### config.mk
export PLATFORM = sky130hd
export DESIGN_NAME = clkout_timer
export DESIGN_NICKNAME = d
export VERILOG_FILES = /design/src/rtl/clkout_timer.sv
export SDC_FILE = /design/constraint.sdc
export NUM_CORES = 1
export LEC_CHECK = 0
export BUFFER_PORTS_ARGS = -buffer_cell sky130_fd_sc_hd__buf_2
export CAP_MARGIN = 40
export CORE_MARGIN = 5
export CORE_UTILIZATION = 25
export CTS_BUF_LIST = sky130_fd_sc_hd__clkbuf_4 sky130_fd_sc_hd__clkbuf_8
export DETAILED_ROUTE_END_ITERATION = 6
export PLACE_DENSITY_LB_ADDON = 0.3
export SETUP_SLACK_MARGIN = 0.2
export SYNTH_ARGS = -nofsm -noshare
export SYNTH_HDL_FRONTEND = slang
export SYNTH_SLANG_ARGS = --single-unit
### constraint.sdc
create_clock -name clk -period 2.5 [get_ports clk]
set_clock_uncertainty 0.15 [all_clocks]
set_input_delay 0.625 -clock clk [delete_from_list [all_inputs] [get_ports clk]]
set_output_delay 0.625 -clock clk [all_outputs]
set_load 0.02 [all_outputs]
### src/rtl/clkout_timer.sv
module clkout_timer #(
  parameter int CNT_W   = 16,
  parameter int PS_W    = 3,
  parameter int MAX_SEL = 5
) (
  input  logic             clk,
  input  logic             rst_n,
  input  logic             mode_capture,
  input  logic             mode_counter,
  input  logic             out_en,
  input  logic             updown_en,
  input  logic [PS_W-1:0]  ps_sel,
  input  logic [CNT_W-1:0] reload,
  input  logic             ovf_clr,
  input  logic             ext_en,
  input  logic             ext_ie,
  input  logic             ext_pin,
  input  logic             ext_clr,
  output logic             clk_out,
  output logic [CNT_W-1:0] cnt_val,
  output logic             ovf_flag,
  output logic             ext_flag,
  output logic             irq
);
  localparam int PRE_W = 2 * MAX_SEL;

  logic             active, tick, wrap, tog, fall;
  logic [PS_W-1:0]  sel_eff;
  logic [PRE_W:0]   mask_w;
  logic [PRE_W-1:0] pre_cnt, mask;
  logic [CNT_W-1:0] cnt, rel_q;
  logic [2:0]       sync;
  logic             unused_dir;

  assign unused_dir = updown_en;
  assign active  = !mode_capture && !mode_counter && out_en;
  assign sel_eff = (ps_sel > PS_W'(MAX_SEL)) ? PS_W'(MAX_SEL) : ps_sel;
  assign mask_w  = ((PRE_W+1)'(1) << (2 * sel_eff)) - (PRE_W+1)'(1);
  assign mask    = mask_w[PRE_W-1:0];
  assign tick    = active && ((pre_cnt & mask) == mask);
  assign wrap    = tick && (cnt == rel_q);
  assign fall    = sync[2] && !sync[1];

  assign clk_out = tog && active;
  assign cnt_val = cnt;
  assign irq     = ext_flag && ext_ie;

  always_ff @(posedge clk or negedge rst_n) begin
    if (!rst_n) begin
      pre_cnt <= '0;
      cnt     <= '0;
      rel_q   <= '0;
      tog     <= 1'b0;
    end else if (!active) begin
      pre_cnt <= '0;
      cnt     <= '0;
      rel_q   <= reload;
      tog     <= 1'b0;
    end else begin
      pre_cnt <= pre_cnt + 1'b1;
      if (wrap) begin
        cnt   <= '0;
        rel_q <= reload;
        tog   <= !tog;
      end else if (tick) begin
        cnt <= cnt + 1'b1;
      end
    end
  end

  always_ff @(posedge clk or negedge rst_n) begin
    if (!rst_n) begin
      sync     <= '1;
      ovf_flag <= 1'b0;
      ext_flag <= 1'b0;
    end else begin
      sync <= {sync[1:0], ext_pin};
      if (wrap)         ovf_flag <= 1'b1;
      else if (ovf_clr) ovf_flag <= 1'b0;
      if (ext_en && fall) ext_flag <= 1'b1;
      else if (ext_clr)   ext_flag <= 1'b0;
    end
  end
endmodule

==> run_summary.xml <==
<?xml version="1.0" encoding="UTF-8"?>
<metrics>
  <group name="synthesis">
    <metric name="postSynthAreaPerCell" unit="µm²">11.0</metric>
    <metric name="synth.yosys.warnings" unit="">0</metric>
    <metric name="yosys.area.top_type_share" unit="%">46.8</metric>
    <metric name="yosys_most_used_dff" unit="">dfrtp_1</metric>
    <metric name="synth_common_cells" unit="">dfrtp_1, nor2_1, xnor2_1</metric>
    <metric name="proportion_of_register_bits_with_asynchronous_set_or_reset_after_synthesis" unit="%">100</metric>
    <metric name="synth_top_area_cell" unit="">dfrtp_1</metric>
    <metric name="portion_of_the_post_synthesis_area_used_by_sequential_elements" unit="%">50.1</metric>
    <metric name="synth_enable_flop_cells" unit="">0</metric>
    <metric name="synthesis.instances" unit="">218</metric>
    <metric name="synthTopCellsByArea" unit="">dfrtp_1, xnor2_1, mux2_1</metric>
    <metric name="seq_cells_post_synth" unit="">48</metric>
    <metric name="synthesis.area" unit="mm²">0.00240</metric>
    <metric name="synthMostInstantiatedCell" unit="">dfrtp_1</metric>
    <metric name="yosys.cell_types.count" unit="">40</metric>
    <metric name="synth_nets" unit="">251</metric>
  </group>
  <group name="cts">
    <metric name="ctsHtreeMaxLevel" unit="">2</metric>
    <metric name="insertion_delay" unit="ns">0.30</metric>
    <metric name="tritoncts_num_sinks" unit="">48</metric>
    <metric name="tritoncts" unit="">done</metric>
    <metric name="cts.root.buffer_cell" unit="">clkbuf_8</metric>
    <metric name="buffers_from_clock_root_to_sink_at_most" unit="">2</metric>
    <metric name="worst_setup_hold_path_clk_slew" unit="ns">0.10</metric>
    <metric name="cts-buffers-inserted" unit="">5</metric>
  </group>
  <group name="worst_setup_path">
    <metric name="crit_path_max_fanout" unit="">6</metric>
    <metric name="required" unit="ns">2.55</metric>
    <metric name="crit_end_element" unit="">flip-flop</metric>
    <metric name="r2r-end" unit="">cnt_val[14]</metric>
    <metric name="timing.critical_path.from_type" unit="">input port</metric>
    <metric name="timing_worst_setup_path_type" unit="">in -&gt; reg</metric>
    <metric name="worst-endpoint-arrival" unit="ns">2.62</metric>
    <metric name="worst_r2r_path_depth" unit="">8</metric>
    <metric name="setup.reg_to_reg.worst_slack" unit="ns">0.31</metric>
    <metric name="r2r_start" unit="">pre_cnt[5]</metric>
  </group>
  <group name="sta">
    <metric name="finalCriticalPeriod" unit="ns">2.57</metric>
    <metric name="final_min_period_over_clock_period" unit="%">103</metric>
    <metric name="slew_viol_final" unit="">0</metric>
    <metric name="finalSetupViolations" unit="">20</metric>
    <metric name="rsz_0062_raised_after_global_routing" unit="">yes</metric>
    <metric name="maxClockFrequency" unit="MHz">389</metric>
    <metric name="max_slew_margin" unit="%">70.3</metric>
    <metric name="tightest_slew" unit="ns">0.446</metric>
    <metric name="report.final.hold_viol_count" unit="">0</metric>
    <metric name="setup_ws" unit="ns">-0.0727</metric>
  </group>
  <group name="drt">
    <metric name="drc" unit="">0</metric>
    <metric name="ant_nets" unit="">0</metric>
    <metric name="drt_iter0_markers" unit="">59</metric>
    <metric name="detail_route.vias_per_cell" unit="">4.28</metric>
    <metric name="wire_per_inst" unit="µm">13.6</metric>
    <metric name="drtPass1Iterations" unit="">4</metric>
    <metric name="drt_wl_total" unit="µm">5770</metric>
    <metric name="route.vias.total" unit="">1821</metric>
  </group>
  <group name="layout">
    <metric name="layout-drive-gt1-share" unit="%">43.9</metric>
    <metric name="layout.cell_area.non_filler" unit="mm²">0.00335</metric>
    <metric name="final.fill_count" unit="">956</metric>
    <metric name="final-seq-area" unit="mm²">0.00120</metric>
    <metric name="postLayoutCoreUtil" unit="%">35.9</metric>
    <metric name="flow.area_growth_from_synthesis" unit="%">39.4</metric>
    <metric name="insertedDiodeCount" unit="">0</metric>
    <metric name="nets" unit="">328</metric>
    <metric name="multi_input_comb_area" unit="mm²">0.00133</metric>
  </group>
  <group name="run_status">
    <metric name="run_status" unit="">complete, but fails checks</metric>
    <metric name="violations" unit="">setup timing</metric>
  </group>
  <group name="global_route">
    <metric name="grt_pass1_wl" unit="µm">9880</metric>
    <metric name="grt.total_usage" unit="%">10.7</metric>
    <metric name="grt_residual_overflow" unit="">0</metric>
    <metric name="vias_in_the_first_global_route" unit="">1976</metric>
    <metric name="grt_start_max_net_pins" unit="">26</metric>
    <metric name="initial_antenna_violation_count" unit="">0</metric>
  </group>
  <group name="floorplan">
    <metric name="die_area" unit="mm²">0.0117</metric>
    <metric name="num_rows" unit="">35</metric>
    <metric name="initial_core_util" unit="%">25.8</metric>
    <metric name="num_io_pins" unit="">50</metric>
    <metric name="design.core.area" unit="mm²">0.00933</metric>
    <metric name="die_w" unit="µm">108</metric>
    <metric name="floorplan.die.height" unit="µm">108</metric>
  </group>
  <group name="power">
    <metric name="power.density" unit="mW/mm²">445</metric>
    <metric name="max-vdd-ir-drop" unit="µV">202</metric>
    <metric name="p_leak" unit="nW">1.46</metric>
  </group>
  <group name="worst_hold_path">
    <metric name="hold_removal_path_class" unit="">in -&gt; async</metric>
  </group>
  <group name="placed_design">
    <metric name="port_buffers" unit="">48</metric>
    <metric name="postPlaceCellArea" unit="mm²">0.00300</metric>
    <metric name="finalWeightedCongestion" unit="">0.790</metric>
    <metric name="dp.final_hpwl" unit="µm">4210</metric>
  </group>
  <group name="run">
    <metric name="drv_cap" unit="">0</metric>
  </group>
</metrics>
[registers in the layout, indices dropped and copies added (netlist names)]
signal    cells
ext_flag      1
tog           1
sync          3
rel_q        16
cnt_val      16
pre_cnt      10
ovf_flag      1
[worst max-delay path: stages]
cell       delay, ns
buf_6           0.09
or3_4           0.40
ha_4            0.17
nor2b_4         0.12
a2111oi_4       0.28
buf_4           0.17
buf_6           0.09
a31oi_4         0.14
nor4b_2         0.33
xnor2_1         0.15
nor2_1          0.06
[power by group]
part	internal (mW)	leakage [nW]	switching (mW)	total [mW]
registers	0.801	0.622	0.0169	0.818
logic	0.103	0.790	0.0738	0.176
clock network	0.227	0.0516	0.272	0.499
[layout make-up]
type	instances	area share, %
multi-input cells	161	39.5
clock inverters	2	0.411
clock buffers	6	2.46
flip-flops and latches	48	35.9
well taps	129	4.82
repair buffers	76	16.5
inverters	3	0.336
[metrics by stage]
step / total power [mW] / setup TNS [ns] / cells / hold slack, ns / setup slack (ns)
3_5_place_dp: 0.984 / -11.95 / 409 / 0.197 / -0.439
4_1_cts: 1.51 / -1.01 / 425 / 0.115 / -0.0659
2_1_floorplan: 0.907 / -6.36 / 218 / 0.179 / -0.293
5_1_grt: 1.56 / -2.47 / 425 / 0.126 / -0.126
6_report: 1.49 / -0.992 / 425 / 0.106 / -0.0727
3_3_place_gp: 0.981 / -11.10 / 409 / 0.196 / -0.413
[kinds of logic after synthesis]
logic type | count (synthesis) | synth area share [%]
AO/OA/AOI/OAI | 13 | 4.47
adder cells (fa/ha/maj) | 3 | 1.56
flip-flops | 48 | 50.1
AND/OR/NAND/NOR | 92 | 20.6
buffers and inverters | 9 | 2.24
XOR/XNOR | 36 | 13.1
multiplexers | 17 | 7.91
[cells in the final DEF (no fill, tap or decap), types with 2 or more instances in the layout]
cell type / n
o21ai_1: 3
nor3_2: 2
nor2_4: 2
buf_6: 10
nand2b_1: 2
or3_1: 2
nor2_2: 7
xnor2_2: 2
inv_1: 3
a21oi_1: 4
xor2_1: 12
buf_12: 2
nand2_1: 14
dfstp_2: 3
dfrtp_1: 45
nand3_1: 12
buf_8: 2
xnor2_1: 21
clkbuf_8: 6
mux2_4: 16
buf_2: 46
nor3_1: 3
and2_1: 4
and3_1: 4
buf_4: 15
ha_1: 2
nand4_1: 6
nor2_1: 20
[routing by layer]
layer  up-vias  wire length (µm)  GRT usage, %
met5         -                 0             0
met3         4               284          2.63
met2        39              2720          18.0
met4         0                17          1.62
met1       886              2750          14.2
li1        892                 -             -
[worst max path at each step]
stage	start	endpoint	slack, ns
2_1_floorplan	ps_sel[0]	rel_q[0]	-0.29
3_3_place_gp	ps_sel[0]	rel_q[13]	-0.41
3_5_place_dp	ps_sel[0]	rel_q[13]	-0.44
4_1_cts	ps_sel[1]	rel_q[13]	-0.07
5_1_grt	ps_sel[2]	rel_q[4]	-0.13
6_report	ps_sel[2]	cnt_val[14]	-0.07
[repair_timing]
item / 4_1_cts / 5_1_grt
hold buffers: 0 / 0
gates cloned: 1 / 0
pin swaps: 22 / 7
gates resized for setup: 35 / 7
buffers inserted: 7 / 0
endpoints found under the setup margin: 34 / 34
(Power assumes the default switching activity.)
